## src/rtl/lir_pkg.sv

```systemverilog
package lir_pkg;
  localparam int SRC_PER_CORE = 4;
  localparam int PEND_W       = 10;
  localparam int BIT_MBOX     = 4;
  localparam int BIT_PERIPH   = 8;
  localparam int BIT_PMU      = 9;
  localparam int ROUTE_W      = 2;

  localparam logic [7:0] OFS_ROUTE   = 8'h0C;
  localparam logic [7:0] OFS_PMU_SET = 8'h10;
  localparam logic [7:0] OFS_PMU_CLR = 8'h14;
  localparam logic [7:0] OFS_TCTL    = 8'h40;
  localparam logic [7:0] OFS_MCTL    = 8'h50;
  localparam logic [7:0] OFS_IRQP    = 8'h60;
  localparam logic [7:0] OFS_FIQP    = 8'h70;

  typedef struct packed {
    logic [SRC_PER_CORE-1:0] fiq_en;
    logic [SRC_PER_CORE-1:0] irq_en;
  } steer_ctl_t;

  function automatic logic [7:0] core_word(logic [7:0] base, int c);
    return base + 8'(4 * c);
  endfunction
endpackage

```

## src/rtl/lir_regs.sv

```systemverilog
module lir_regs
  import lir_pkg::*;
#(
  parameter int NUM_CORES = 4,
  parameter int ADDR_W    = 8,
  parameter int DATA_W    = 32
) (
  input  logic                          clk_i,
  input  logic                          rst_ni,
  input  logic                          wr_en_i,
  input  logic [ADDR_W-1:0]             addr_i,
  input  logic [DATA_W-1:0]             wdata_i,
  output steer_ctl_t [NUM_CORES-1:0]    tctl_o,
  output steer_ctl_t [NUM_CORES-1:0]    mctl_o,
  output logic [ROUTE_W-1:0]            route_irq_o,
  output logic [ROUTE_W-1:0]            route_fiq_o,
  output logic [NUM_CORES-1:0]          pmu_en_o
);
  logic       in_range;
  logic [7:0] a8;
  logic       wr_ok;

  assign in_range = (addr_i >> 8) == '0;
  assign a8       = addr_i[7:0];
  assign wr_ok    = wr_en_i && in_range;

  for (genvar c = 0; c < NUM_CORES; c++) begin : g_ctl
    always_ff @(posedge clk_i or negedge rst_ni) begin
      if (!rst_ni) begin
        tctl_o[c] <= '0;
        mctl_o[c] <= '0;
      end else if (wr_ok) begin
        if (a8 == core_word(OFS_TCTL, c)) tctl_o[c] <= steer_ctl_t'(wdata_i[7:0]);
        if (a8 == core_word(OFS_MCTL, c)) mctl_o[c] <= steer_ctl_t'(wdata_i[7:0]);
      end
    end
  end

  always_ff @(posedge clk_i or negedge rst_ni) begin
    if (!rst_ni) begin
      route_irq_o <= '0;
      route_fiq_o <= '0;
    end else if (wr_ok && a8 == OFS_ROUTE) begin
      route_irq_o <= wdata_i[ROUTE_W-1:0];
      route_fiq_o <= wdata_i[2*ROUTE_W-1:ROUTE_W];
    end
  end

  // set and clear live at distinct offsets, so at most one mask is nonzero
  logic [NUM_CORES-1:0] set_mask, clr_mask;
  assign set_mask = (wr_ok && a8 == OFS_PMU_SET) ? wdata_i[NUM_CORES-1:0] : '0;
  assign clr_mask = (wr_ok && a8 == OFS_PMU_CLR) ? wdata_i[NUM_CORES-1:0] : '0;

  always_ff @(posedge clk_i or negedge rst_ni) begin
    if (!rst_ni) pmu_en_o <= '0;
    else         pmu_en_o <= (pmu_en_o | set_mask) & ~clr_mask;
  end
endmodule

```

## src/rtl/lir_steer.sv

```systemverilog
module lir_steer
  import lir_pkg::*;
(
  input  steer_ctl_t                tctl_i,
  input  steer_ctl_t                mctl_i,
  input  logic [SRC_PER_CORE-1:0]   timer_i,
  input  logic [SRC_PER_CORE-1:0]   mbox_i,
  input  logic                      periph_irq_i,
  input  logic                      periph_fiq_i,
  input  logic                      pmu_i,
  output logic [PEND_W-1:0]         irq_pend_o,
  output logic [PEND_W-1:0]         fiq_pend_o
);
  always_comb begin
    irq_pend_o = '0;
    fiq_pend_o = '0;
    for (int s = 0; s < SRC_PER_CORE; s++) begin
      // FIQ enable overrides IRQ enable
      irq_pend_o[s]          = timer_i[s] & tctl_i.irq_en[s] & ~tctl_i.fiq_en[s];
      fiq_pend_o[s]          = timer_i[s] & tctl_i.fiq_en[s];
      irq_pend_o[BIT_MBOX+s] = mbox_i[s] & mctl_i.irq_en[s] & ~mctl_i.fiq_en[s];
      fiq_pend_o[BIT_MBOX+s] = mbox_i[s] & mctl_i.fiq_en[s];
    end
    irq_pend_o[BIT_PERIPH] = periph_irq_i;
    fiq_pend_o[BIT_PERIPH] = periph_fiq_i;
    irq_pend_o[BIT_PMU]    = pmu_i;
  end
endmodule

```

## src/rtl/lir_rd_port.sv

```systemverilog
module lir_rd_port
  import lir_pkg::*;
#(
  parameter int NUM_CORES = 4,
  parameter int ADDR_W    = 8,
  parameter int DATA_W    = 32
) (
  input  logic                                clk_i,
  input  logic                                rst_ni,
  input  logic                                rd_en_i,
  input  logic [ADDR_W-1:0]                   addr_i,
  input  steer_ctl_t [NUM_CORES-1:0]          tctl_i,
  input  steer_ctl_t [NUM_CORES-1:0]          mctl_i,
  input  logic [ROUTE_W-1:0]                  route_irq_i,
  input  logic [ROUTE_W-1:0]                  route_fiq_i,
  input  logic [NUM_CORES-1:0]                pmu_en_i,
  input  logic [NUM_CORES-1:0][PEND_W-1:0]    irq_pend_i,
  input  logic [NUM_CORES-1:0][PEND_W-1:0]    fiq_pend_i,
  output logic [DATA_W-1:0]                   rdata_o
);
  logic [7:0]        a8;
  logic              in_range;
  logic [DATA_W-1:0] rd_val;

  assign a8       = addr_i[7:0];
  assign in_range = (addr_i >> 8) == '0;

  always_comb begin
    rd_val = '0;
    if (in_range) begin
      if (a8 == OFS_ROUTE) rd_val[2*ROUTE_W-1:0] = {route_fiq_i, route_irq_i};
      if (a8 == OFS_PMU_SET || a8 == OFS_PMU_CLR) rd_val[NUM_CORES-1:0] = pmu_en_i;
      for (int c = 0; c < NUM_CORES; c++) begin
        if (a8 == core_word(OFS_TCTL, c)) rd_val[7:0]        = tctl_i[c];
        if (a8 == core_word(OFS_MCTL, c)) rd_val[7:0]        = mctl_i[c];
        if (a8 == core_word(OFS_IRQP, c)) rd_val[PEND_W-1:0] = irq_pend_i[c];
        if (a8 == core_word(OFS_FIQP, c)) rd_val[PEND_W-1:0] = fiq_pend_i[c];
      end
    end
  end

  always_ff @(posedge clk_i or negedge rst_ni) begin
    if (!rst_ni) rdata_o <= '0;
    else         rdata_o <= rd_en_i ? rd_val : '0;
  end
endmodule

```

## src/rtl/local_irq_router.sv

```systemverilog
module local_irq_router
  import lir_pkg::*;
#(
  parameter int NUM_CORES = 4,
  parameter int ADDR_W    = 8,
  parameter int DATA_W    = 32
) (
  input  logic                            clk_i,
  input  logic                            rst_ni,
  input  logic                            bus_req_i,
  input  logic                            bus_we_i,
  input  logic [ADDR_W-1:0]               bus_addr_i,
  input  logic [DATA_W-1:0]               bus_wdata_i,
  output logic [DATA_W-1:0]               bus_rdata_o,
  input  logic [NUM_CORES*SRC_PER_CORE-1:0] timer_i,
  input  logic [NUM_CORES*SRC_PER_CORE-1:0] mbox_i,
  input  logic                            periph_i,
  input  logic [NUM_CORES-1:0]            pmu_i,
  output logic [NUM_CORES-1:0]            irq_o,
  output logic [NUM_CORES-1:0]            fiq_o
);
  steer_ctl_t [NUM_CORES-1:0]        tctl, mctl;
  logic [ROUTE_W-1:0]                route_irq, route_fiq;
  logic [NUM_CORES-1:0]              pmu_en;
  logic [NUM_CORES-1:0][PEND_W-1:0]  irq_pend, fiq_pend;

  lir_regs #(.NUM_CORES(NUM_CORES), .ADDR_W(ADDR_W), .DATA_W(DATA_W)) u_regs (
    .clk_i       (clk_i),
    .rst_ni      (rst_ni),
    .wr_en_i     (bus_req_i && bus_we_i),
    .addr_i      (bus_addr_i),
    .wdata_i     (bus_wdata_i),
    .tctl_o      (tctl),
    .mctl_o      (mctl),
    .route_irq_o (route_irq),
    .route_fiq_o (route_fiq),
    .pmu_en_o    (pmu_en)
  );

  for (genvar c = 0; c < NUM_CORES; c++) begin : g_core
    lir_steer u_steer (
      .tctl_i       (tctl[c]),
      .mctl_i       (mctl[c]),
      .timer_i      (timer_i[c*SRC_PER_CORE +: SRC_PER_CORE]),
      .mbox_i       (mbox_i[c*SRC_PER_CORE +: SRC_PER_CORE]),
      .periph_irq_i (periph_i && route_irq == ROUTE_W'(c)),
      .periph_fiq_i (periph_i && route_fiq == ROUTE_W'(c)),
      .pmu_i        (pmu_i[c] && pmu_en[c]),
      .irq_pend_o   (irq_pend[c]),
      .fiq_pend_o   (fiq_pend[c])
    );
    assign irq_o[c] = |irq_pend[c];
    assign fiq_o[c] = |fiq_pend[c];
  end

  lir_rd_port #(.NUM_CORES(NUM_CORES), .ADDR_W(ADDR_W), .DATA_W(DATA_W)) u_rd (
    .clk_i       (clk_i),
    .rst_ni      (rst_ni),
    .rd_en_i     (bus_req_i && !bus_we_i),
    .addr_i      (bus_addr_i),
    .tctl_i      (tctl),
    .mctl_i      (mctl),
    .route_irq_i (route_irq),
    .route_fiq_i (route_fiq),
    .pmu_en_i    (pmu_en),
    .irq_pend_i  (irq_pend),
    .fiq_pend_i  (fiq_pend),
    .rdata_o     (bus_rdata_o)
  );
endmodule

```

## config.mk

```make
export PLATFORM = sky130hd
export DESIGN_NAME = local_irq_router
export DESIGN_NICKNAME = d
export VERILOG_FILES = /design/src/rtl/lir_pkg.sv /design/src/rtl/lir_regs.sv /design/src/rtl/lir_steer.sv /design/src/rtl/lir_rd_port.sv /design/src/rtl/local_irq_router.sv
export SDC_FILE = /design/constraint.sdc
export NUM_CORES = 1
export LEC_CHECK = 0
export CORE_MARGIN = 4
export CORE_UTILIZATION = 35
export DETAILED_ROUTE_END_ITERATION = 6
export DONT_BUFFER_PORTS = 1
export HOLD_SLACK_MARGIN = 0.06
export PLACE_DENSITY_LB_ADDON = 0.08
export RECOVER_POWER = 25
export SLEW_MARGIN = 40
export SYNTH_ARGS = -nofsm -noshare
export SYNTH_HDL_FRONTEND = slang
export SYNTH_SLANG_ARGS = --single-unit
```

## constraint.sdc

```tcl
create_clock -name clk_i -period 1.88 [get_ports clk_i]
set_input_delay 0.376 -clock clk_i [delete_from_list [all_inputs] [get_ports clk_i]]
set_output_delay 0.376 -clock clk_i [all_outputs]
set_load 0.005 [all_outputs]
```

* Word-level counts from Yosys, hierarchy flattened
Index checks and enable logic that the tools add are counted.
** Storage, ports and cells
- Register bits :: 104
- Bits of input ports :: 81
- Output and inout bits :: 40
- Word-level logic and storage cells :: 234
** Operators by class
- Equality and inequality tests :: 25
- Mux-type cells :: 21
- Bitwise operators :: 131
- Reductions and logical operators :: 37
** Operators by type and width (count)
- $eq 8x7->1 const B :: 16
- $and 1x1->1 :: 96
- $mux 10 :: 9
- $mux 8 :: 8
- $reduce_or 10->1 :: 4
- $reduce_or 9->1 :: 4
- $not 1->1 :: 32
- $logic_and 1x1->1 :: 17
- $eq 8x5->1 const B :: 2
- $mux 4 :: 4
- $reduce_and 2->1 :: 8
- $eq 2x2->1 const B :: 4
- $eq 8x4->1 const B :: 1
- $and 4x4->4 :: 1
- $eq 2x1->1 const B :: 2
- $logic_not 2->1 :: 2
- $not 4->4 :: 1
- $or 4x4->4 :: 1
- $logic_not 1->1 :: 1
- $logic_or 1x1->1 :: 1

* Depth between registers and ports, before layout
Gate-level depths: netlist (run 1).
- Depth after elaboration :: 20
- Mapped depth :: 9
- Depth with buffers taken out :: 6

* Cells and area by module
A second synthesis (run 1) with hierarchy kept.
** Second synthesis, totals
- Cell total of the unflattened synthesis :: 641
- Area, all modules :: 6139.6 sq um
** Modules (own cells, without submodules)
- lir_regs :: instances 1, cells an instance 179, area each 2899.0 sq um
- lir_rd_port :: instances 1, cells an instance 330, area each 2317.2 sq um
- lir_steer :: instances 4, cells an instance 21, area each 163.9 sq um
- local_irq_router :: instances 1, cells an instance 48, area each 267.8 sq um

* Worst setup path before layout (run 1)
OpenSTA, ideal clock, no wires.
- Path type :: input-to-reg
- Start point :: input port bus_addr_i[1]
- End point :: register u_rd.rdata_o[3]
- Arrival time :: 2.162 ns
- Slack :: -0.376 ns
- Stages :: 8
- Path buffers :: 2
- Path through :: buf_6 -> or4_4 -> buf_6 -> nor2_8 -> a222oi_1 -> a2bb2oi_1 -> or4_1 -> a221oi_2
** On the way
- Cells in the longest elaborated chain, start to end :: 20
- Elaborated cells on any way between the ends :: 39
- Those cells by class :: eq/ne (19); mux (19); reduce/logical (1)
** Ends and longest elaborated chain
- start, declared :: line local_irq_router.sv:12 : input logic [ADDR_W-1:0] bus_addr_i,
- $eq 8x4->1 or $eq 8x5->1 (tied branches) :: line lir_rd_port.sv:31, lir_rd_port.sv:32
- $mux 4 or $logic_or 1x1->1 (tied branches) :: line lir_rd_port.sv:31, lir_rd_port.sv:32
- $mux 4 :: line lir_rd_port.sv:32 : if (a8 == OFS_PMU_SET || a8 == OFS_PMU_CLR) rd_val[NUM_CORES-1:0] = pmu_en_i;
- $mux 8 :: line lir_rd_port.sv:34 : if (a8 == core_word(OFS_TCTL, c)) rd_val[7:0] = tctl_i[c];
- $mux 8 :: line lir_rd_port.sv:35 : if (a8 == core_word(OFS_MCTL, c)) rd_val[7:0] = mctl_i[c];
- $mux 10 :: line lir_rd_port.sv:36 : if (a8 == core_word(OFS_IRQP, c)) rd_val[PEND_W-1:0] = irq_pend_i[c];
- $mux 10 :: line lir_rd_port.sv:37 : if (a8 == core_word(OFS_FIQP, c)) rd_val[PEND_W-1:0] = fiq_pend_i[c];
- $mux 8 :: line lir_rd_port.sv:34
- [4 not listed]
- $mux 8 :: line lir_rd_port.sv:35
- $mux 10 :: line lir_rd_port.sv:36
- $mux 10 :: line lir_rd_port.sv:37
- $mux 8 :: line lir_rd_port.sv:34
- $mux 8 :: line lir_rd_port.sv:35
- $mux 10 :: line lir_rd_port.sv:36
- $mux 10 * :: line lir_rd_port.sv:37
- $mux 10 * :: line lir_rd_port.sv:44 : else rdata_o <= rd_en_i ? rd_val : '0;
- end signal, assigned :: line lir_rd_port.sv:44
- end, declared :: line lir_rd_port.sv:19 : output logic [DATA_W-1:0] rdata_o
Mark *: on every way between the ends. The rest lies on a longest branch, timed or not.
A chain may end at the register's enable or synchronous reset.

* Final worst setup path (run 1)
- Start point :: register u_regs.mctl_o[25] (netlist name)
- End point :: output port irq_o[3]
** On the way
- Cells in the longest elaborated chain, start to end :: 3
** Ends and longest elaborated chain
- start, declared :: line lir_regs.sv:14 : output steer_ctl_t [NUM_CORES-1:0] mctl_o,
- start signal, assigned by index :: line lir_regs.sv:34 : if (a8 == core_word(OFS_MCTL, c)) mctl_o[c] <= steer_ctl_t'(wdata_i[7:0]);
- $and 1x1->1 (2 in series) :: line lir_steer.sv:21 : irq_pend_o[BIT_MBOX+s] = mbox_i[s] & mctl_i.irq_en[s] & ~mctl_i.fiq_en[s];
- $reduce_or 10->1 :: line local_irq_router.sv:52 : assign irq_o[c] = |irq_pend[c];
- end, declared :: line local_irq_router.sv:19 : output logic [NUM_CORES-1:0] irq_o,
Every way passes these cells.

==> results of run 1 <==
[cell families (layout without fill, tap and decap cells)]
| family | Yosys count | count (layout) |
|---|---|---|
| mux | 73 | 73 |
| compound gates | 162 | 162 |
| other cells | 1 | 22 |
| simple gates | 235 | 235 |
| buf+inv | 62 | 127 |
| flops | 82 | 82 |
[repair_timing]
item	CTS	global route
gates cloned	0	0
setup buffers	11	0
gates resized for setup	17	12
setup endpoints to repair	8	9
pin swaps	14	8
endpoints found under the hold margin	82	82
[stage by stage]
| step | worst slack [ps] | instances |
|---|---|---|
| 6_report | -126 | 912 |
| 2_1_floorplan | -349 | 636 |
| 3_5_place_dp | -322 | 885 |
| 4_1_cts | -93.1 | 912 |
| 3_3_place_gp | -293 | 885 |
| 5_1_grt | -150 | 912 |
[routing by layer]
layer / GRT usage (%) / part of all wire, % / up-vias
met5: 0 / 0 / -
met4: 8.09 / 2.3 / 0
met3: 5.18 / 11 / 37
met2: 40.4 / 43 / 323
met1: 40.6 / 43 / 2863
li1: - / - / 2445
[report_power, final]
group	internal [W]	switching [W]
combinational	0.000207	0.000230
clock	0.00108	0.000817
sequential	0.00181	0.0000495
total	0.00310	0.00110
[cells in the final DEF, fill, tap and decap left out, drive strengths merged, types with 5 or more instances in the layout]
master and n:
nor2 40, o22ai 12, buf 104, nor2b 11, a21oi 38, inv 10
nand4 13, a31oi 9, nand2b 10, dfrtp 82, mux2 73, nand3 13
and4 5, o2bb2ai 5, nand2 73, clkbuf 10, o21ai 36, a221oi 11
nor3 12, nand3b 20, conb 22, a22oi 5, and3 9
[state kept, by name, summed over array words and instances, names as in the netlist]
signal	count
u_regs.tctl_o	32
u_regs.route_irq_o	2
u_regs.pmu_en_o	4
u_regs.route_fiq_o	2
u_regs.mctl_o	32
u_rd.rdata_o	10
[how the worst max path moves through the flow]
stage               cells past startpoint               to  slack [ps]               from
floorplan                               8  u_rd.rdata_o[3]        -350      bus_addr_i[1]
global placement                        6  u_rd.rdata_o[3]        -290      bus_addr_i[2]
detailed placement                      6  u_rd.rdata_o[7]        -320      bus_addr_i[3]
CTS                                     4         irq_o[3]         -90  u_regs.mctl_o[26]
global route                            4         irq_o[3]        -150  u_regs.mctl_o[26]
finish                                  4         irq_o[3]        -130  u_regs.mctl_o[25]
[area by class of cell]
class | instances | area, sq um
clock buffer | 10 | 239
clock inverter | 6 | 72.6
fill | 1548 | 8470
inverter | 7 | 26.3
multi-input combinational | 492 | 3470
sequential | 82 | 2060
tap | 211 | 264
timing repair buffer | 104 | 826
==> summary.md, run 1 <==
| Metric | Value |
|---|---|
| Top cell type's share of synthesized area | 36.7% |
| Die W | 134 microns |
| Mux share of post-synthesis cell area | 14.7% |
| Clock buffer depth | 2 |
| All-Layer GR Usage | 27.4% |
| Yosys reg bits | 82 |
| Fin. Hold Viols | 82 |
| CTS Sinks | 82 |
| Adder-cell share of the synthesized area | 0% |
| CP required | 1500 ps |
| Outcome | finished with violations |
| Peak VDD IR | 391 uV |
| CORE AREA | 0.0154 sq mm |
| PwrDens | 603 mW/mm^2 |
| Violated checks | hold timing, setup timing |
| Vias in the first global route | 5,573 |
| Via-to-Cell Ratio | between 6 and 7 |
| Largest net degree at the start of global routing | 83 |
| DRC | 0 |
| P&R area growth vs syn | 24.5% |
| DRT antenna net count | 0 |
| Post-layout nets | 777 |
| GPL Wtd Cong | 0.959 |
| Violation count after the first detailed-routing iteration | 637 |
| Avg Cell Area, Syn | 9.09 sq um |
| Xor and xnor area share after synthesis | 0% |
| Worst path bufs/invs | 0 |
| Fin util | a little under half |
| Layout cells sized above 1 | 32.8% |
| CTS tree | built |
| Cell with the most instances after synthesis | dfrtp_1 |
| Power Total | 0.00420 W |
| ANT cells | 0 |
| Routed vias | 5,668 |
| Fin worst setup slack | -126 ps |
| CP startpoint kind | register |
| Leak Pwr | 3.00 nW |
| Final wirelength | approximately 25,000 microns |
| Kind of end point of the critical path | primary output |
| Num rows | 45 |
| Worst-Skew Late Latency | 360 ps |
| CP peak stage delay | 440 ps |
| Netlist cell types | 66 |
| CP delay by family, top | simple AND/OR/NAND/NOR gates |
| GRT overflow | 0 |
| Critical path class | reg2out |
| Period utilization | 107% |
| Largest family of logic cells by synthesized area | simple AND/OR/NAND/NOR gates |
| Hold Path Class | in2async |
| Dominant cells by area after synthesis | dfrtp_1 (37%), mux2_2 (15%), nand2_1 (4.9%) |
| Worst R2R Path Depth | 6 |
| First-pass GRT wire length | 36,600 microns |
| Max Cap Violations | 0 |
| Hold slack | -292 ps |
| Fin Setup TNS | -221 ps |
| Post-synthesis sequential area ratio | 36.7% |
| Mapped cell area | about 0.0056 sq mm |
| Asr flop ratio synth | 100% |
| H-tree depth | 3 |
| Initial Util | between 30% and 40% |
| Slew Viols, Final | 0 |
| # IOs | 121 |
| Worst R2R Setup Slack | -70 ps |
| Yosys top cell by area | dfrtp_1 |
| RSZ-0062 raised after global routing | yes |
| Drt wl/cell | approximately 27 microns |
| Post-synth EDFFs | 0 |
| Die area | 0.0181 sq mm |
| Num CTS Buffers | 9 |
| CTS clk-pin slew, worst paths | approximately 70 ps |
| Fin area | roughly 0.0070 sq mm |
| Max Fclk | 499 MHz |
| Buffers added on ports | 0 |
| Ys Warns | 0 |
| Root Buffer | clkbuf_16 |
| Maximum fanout along the worst path | 2 |
| Slowest stage cell, crit path | or4_4 |
| First-pass DRT Iterations | 7 |
| Placed cell areas | 0.00645 sq mm |
| Setup Viol. Count Final | 3 |
| Post-synthesis simple-gate area fraction | 22.9% |
| Post-DP HPWL | 18,500 microns |
| Die height | 134 microns |
| Crit-path cells | nor2b_4 > a21oi_2 > nand4_1 > or4_4 |
| Initial antenna violation count | 1 |
| Top post-synthesis cells by count | dfrtp_1 (82), mux2_2 (73), nand2_1 (73), nor2_1 (39), a21oi_1 (38) |
| Critical Path AT | about 1600 ps |
| RR Endpoint | u_rd.rdata_o[3] |
| Clock Skew | 7.20 ps |
| Synth Flop Type | dfrtp_1 |
| FF-to-FF Start | u_regs.tctl_o[23] |
| Compound-gate portion of the synthesized area | between 10% and 20% |
| Final min period | 2010 ps |
| Gate Count Post-Synth | slightly above 600 |
Power figures use the tool's default switching activity.
==> run 2: changes to the inputs <==
CORE_UTILIZATION = 60   (was 35)
==> run 2 against run 1 <==
The flow still finishes with violations (hold timing, setup timing). Total power down 17%. Core utilization up 29 points. Fmax up 0.79%. Register-to-register slack better by 20 ps. Clock skew up 7.1 ps. Worst setup slack better by 16 ps. Design area down 4.9%. First-iteration DRC count up 31%.
==> summary.md, run 2 (synthesis gave the netlist of run 1 again) <==
| Metric | Value |
|---|---|
| PwrDens | 527 mW/mm^2 |
| Violation count after the first detailed-routing iteration | between 800 and 900 |
| CP startpoint kind | register |
| Max Fclk | 503 MHz |
| Violated checks | hold timing, setup timing |
| Fin Setup TNS | -200 ps |
| Fill cell count | about 650 |
| Num CTS Buffers | 9 |
| Commonest non-fill, non-tap cell in the layout | buf_4 |
| Layout cells sized above 1 | 31.8% |
| Critical Path AT | 1610 ps |
| Max Cap Violations | 0 |
| Period utilization | 106% |
| Most frequent cells in the layout | buf_4 (94), dfrtp_1 (78), nand2_1 (71), mux2_2 (57), o21ai_0 (36) |
| Slowest stage cell, crit path | or4_4 |
| Vias in the first global route | between 5k and 6k |
| Leak Pwr | about 2.9 nW |
| H-tree depth | 3 |
| GRT overflow | 0 |
| Final wirelength | ~22,000 microns |
| Die height | 105 microns |
| P&R area growth vs syn | 18.4% |
| RSZ-0062 raised after global routing | yes |
| First-pass DRT Iterations | 7 |
| RR Endpoint | u_rd.rdata_o[3] |
| Hold Path Class | in2async |
| GPL Wtd Cong | between 1 and 1.5 |
| Fin util | 74.4% |
| Via-to-Cell Ratio | 7.34 |
| Worst R2R Setup Slack | -50 ps |
| DRC | 0 |
| All-Layer GR Usage | roughly 40% |
| Largest regs | u_regs.mctl_o (32), u_regs.tctl_o (32), u_rd.rdata_o (10) |
| Clock Skew | 14.3 ps |
| Final min period | approximately 2000 ps |
| FF-to-FF Start | u_regs.tctl_o[23] |
| Crit path from | u_regs.mctl_o[26] |
| CP required | 1500 ps |
| Post-DP HPWL | 16,500 microns |
| Fin. Hold Viols | 82 |
| Num rows | 34 |
| Initial Util | 62.8% |
| CTS Sinks | 82 |
| Root Buffer | clkbuf_8 |
| Worst R2R Path Depth | 6 |
| DRT antenna net count | 0 |
| Routed vias | 5,898 |
| CTS clk-pin slew, worst paths | 100 ps |
| # IOs | between 100 and 150 |
| Buffers added on ports | 0 |
| Worst-Skew Late Latency | 380 ps |
| Fin worst setup slack | -110 ps |
| Setup Viol. Count Final | 3 |
| Largest net degree at the start of global routing | 83 |
| Outcome | finished with violations |
| Critical path class | reg2out |
| CTS tree | built |
| Slew Viols, Final | 0 |
| Drt wl/cell | 27.7 microns |
| Crit-path cells | and3b_1 > a21oi_1 > nand4_1 > or4_4 |
| Clock buffer depth | 2 |
| Kind of end point of the critical path | primary output |
| Maximum fanout along the worst path | 2 |
| CORE AREA | 0.00889 sq mm |
| First-pass GRT wire length | 33,400 microns |
| Hold slack | -323 ps |
| Peak VDD IR | 490 uV |
| Initial antenna violation count | 0 |
| CP peak stage delay | 440 ps |
| Die W | 105 microns |
| Post-layout nets | a little under 800 |
| Die area | 0.0109 sq mm |
[run 2: final cells by class]
type	instances	area [sq um]	share of cell area (%)
multi-input combinational	492	3460	52.3
sequential	82	2060	31.1
timing repair buffer	97	757	11.4
clock buffer	11	141	2.14
tap	108	135	2.04
clock inverter	5	37.5	0.567
inverter	7	26.3	0.397
antenna	1	2.50	0.0378
[run 2: power by group]
part / internal, W / total (W) / switching, W
clock network: 0.000521 / 0.00121 / 0.000689
logic: 0.000198 / 0.000426 / 0.000228
registers: 0.00181 / 0.00186 / 0.0000496
[run 2: worst max-delay path: cells and delay by family, from the launching register on]
family,cells,cell delay (ps)
compound gates,1,120
flops,1,380
simple gates,3,740
[run 2: worst max-delay path by stage]
stage,end,cells after the start
after global routing,irq_o[3],5
final,irq_o[3],4
after floorplan,u_rd.rdata_o[3],8
after global placement,u_rd.rdata_o[3],6
after detailed placement,u_rd.rdata_o[3],6
after CTS,irq_o[3],4
[run 2: per-layer routing]
metal	vias to the layer above	global-route usage, %	share of wire, %
li1	2432	-	-
met1	2836	54.2	38
met2	537	58.4	42
met3	93	16.3	16
met4	0	14.2	4.2
met5	-	0	0
[run 2: timing repair]
item                       in CTS  in global routing
hold endpoints to repair       82                 82
resized for setup              14                 13
pin swaps                      12                 14
buffers inserted               11                  4
setup endpoints to repair       6                  9
[run 2: metrics by stage]
| step | total power, W | setup WS, ps | std cells | instance area (sq um) |
|---|---|---|---|---|
| after floorplan | 0.00220 | -349 | 636 | 5790 |
| after global placement | 0.00226 | -259 | 771 | 6220 |
| after detailed placement | 0.00227 | -266 | 771 | 6220 |
| after CTS | 0.00347 | -101 | 798 | 6530 |
| after global routing | 0.00360 | -152 | 802 | 6620 |
| final | 0.00349 | -110 | 803 | 6620 |
==> run 3: changes to the inputs <==
clock period = 2.4 ns   (was 1.88 ns; I/O delays follow)
==> run 3 against run 2 <==
The run ends with DRC left. Clock skew grew 1.6 ps. Combinational power decreased by 29%. Register-to-register slack improved by 370 ps.
==> summary.md, run 3 (synthesis gave the netlist of run 1 again) <==
| Metric | Value |
|---|---|
| Max Cap Violations | 0 |
| Kind of end point of the critical path | register |
| Worst path depth | 7 |
| Outcome | finished with violations |
| CP peak stage delay | 630 ps |
| Routed vias | 5,613 |
| Post-layout nets | 721 |
| Violated checks | DRC |
| Vias in the first global route | 5,390 |
| Largest net degree at the start of global routing | 83 |
| GRT overflow | 0 |
| Clock buffer depth | 2 |
| Num rows | 34 |
| Hold Path Class | in2reg |
| Drt wl/cell | between 20 and 30 microns |
| H-tree depth | 3 |
| Hold slack | 197 ps |
| Num CTS Buffers | 9 |
| Most used cell, CP | buf_4 |
| Period utilization | a little over nine tenths |
| CTS tree | built |
| Largest regs | u_regs.mctl_o (32), u_regs.tctl_o (32), u_rd.rdata_o (10) |
| Critical Path AT | 2510 ps |
| P&R area growth vs syn | 8.08% |
| CORE AREA | around 0.0089 sq mm |
| Post-DP HPWL | 15,600 microns |
| CP required | around 2600 ps |
| Fin worst setup slack | 127 ps |
| FF-to-FF Start | u_regs.mctl_o[3] |
| PwrDens | approximately 460 mW/mm^2 |
| Actual slew at the worst max-slew pin | ~1100 ps |
| # IOs | 121 |
| Fill cell count | 725 |
| Die W | 105 microns |
| RSZ-0062 raised after global routing | no |
| CP delay by family, top | simple AND/OR/NAND/NOR gates |
| Buffers added on ports | 0 |
| Initial antenna violation count | 1 |
| Fin. Hold Viols | 0 |
| Crit path from | bus_addr_i[6] |
| CTS Sinks | 82 |
| DRC | 1 |
| Most frequent cells in the layout | dfrtp_1 (82), nand2_1 (73), mux2_2 (73), buf_4 (46), nor2_1 (39) |
| Crit-path cells | nor2b_1 > buf_4 > nand2_1 > nor4_1 > buf_4 > nor3_1 > o41ai_1 |
| Final min period | about 2300 ps |
| Worst R2R Path Depth | 6 |
| CTS-repair resized insts | 0 |
| Hold depth | 1 |
| Rel. slew slack | 25.6% |
| Violation count after the first detailed-routing iteration | ~700 |
| Via-to-Cell Ratio | 7.44 |
| Setup Viol. Count Final | 0 |
| Max Fclk | between 400 and 500 MHz |
| Root Buffer | clkbuf_8 |
| Post-placement cell count | 735 |
| HP Start | bus_wdata_i[2] |
| Initial Util | a little over three fifths |
| Die height | roughly 100 microns |
| CTS clk-pin slew, worst paths | 90 ps |
| Register area | 0.00205 sq mm |
| First-pass DRT Iterations | 7 |
| Peak VDD IR | roughly 400 uV |
| Final wirelength | 21,000 microns |
| CP startpoint kind | input port |
| GPL Wtd Cong | 1.05 |
| Non-Filler Instances | 754 |
| First-pass GRT wire length | 32,100 microns |
| Place WS | -80.3 ps |
| Power Total | 0.00279 W |
| Maximum fanout along the worst path | 10 |
| Critical path class | in2reg |
| DRT antenna net count | 0 |
| Area occupied by multi-input gates | 0.00327 sq mm |
| Slowest stage cell, crit path | nor4_1 |
| Worst path bufs/invs | 2 |
| Worst-Skew Late Latency | 370 ps |
| Slew Viols, Final | 0 |
| Die area | between 0.01 and 0.015 sq mm |
| Clock Skew | 15.9 ps |
| Layout cells sized above 1 | 21.9% |
| Commonest non-fill, non-tap cell in the layout | dfrtp_1 |
| Leak Pwr | between 2 and 3 nW |
| All-Layer GR Usage | 38.3% |
-- run 3: what timing repair did --
item / CTS / global route
setup buffers: 0 / 0
hold buffers: 2 / 0
hold endpoints to repair: 82 / 0
-- run 3: layout make-up --
type / count / share of cell area [%]
flip-flops and latches: 82 / 34.0
diodes: 1 / 0.0414
inverters: 7 / 0.435
clock buffers: 11 / 2.18
clock inverters: 5 / 1.04
well taps: 108 / 2.24
repair buffers: 48 / 6.01
multi-input cells: 492 / 54.1
-- run 3: worst register-to-register path, delay by kind of cell (launching register included) --
| kind | cells | cell delay (ps) |
|---|---|---|
| AO/OA/AOI/OAI | 4 | 1130 |
| flip-flops | 1 | 420 |
| AND/OR/NAND/NOR | 2 | 430 |
-- run 3: routing by layer --
metal / global-route usage (%) / vias up / routed length, microns
met5: 0 / - / 7
met4: 16.6 / 2 / 1010
met3: 13.7 / 93 / 3370
met2: 55.5 / 511 / 8760
met1: 51.6 / 2677 / 7900
li1: - / 2330 / -
-- run 3: final timing paths --
path,to,slack (ps)
worst max-delay path,u_rd.rdata_o[1],130
worst min-delay path,u_regs.pmu_en_o[2],200
max in group asynchronous,u_regs.mctl_o[24],780
min in group asynchronous,u_regs.tctl_o[13],880
worst min register to register,u_regs.mctl_o[25],540
worst max register to register,u_rd.rdata_o[7],320
-- run 3: power by group --
| group | total [W] | leakage (nW) | switching, W | internal (W) |
|---|---|---|---|---|
| Clock | 0.00103 | 0.0902 | 0.000541 | 0.000488 |
| Combinational | 0.000302 | 1.37 | 0.000183 | 0.000119 |
| Sequential | 0.00146 | 1.13 | 0.0000422 | 0.00141 |
-- run 3: stage by stage --
stage | setup TNS (ps) | instance area, sq um | utilization, %
global route | 0 | 6040 | 67.9
detailed placement | -94.8 | 5820 | 65.5
finish | 0 | 6040 | 67.9
CTS | 0 | 6060 | 68.1
floorplan | 0 | 5670 | -
global placement | -70.5 | 5820 | 65.5
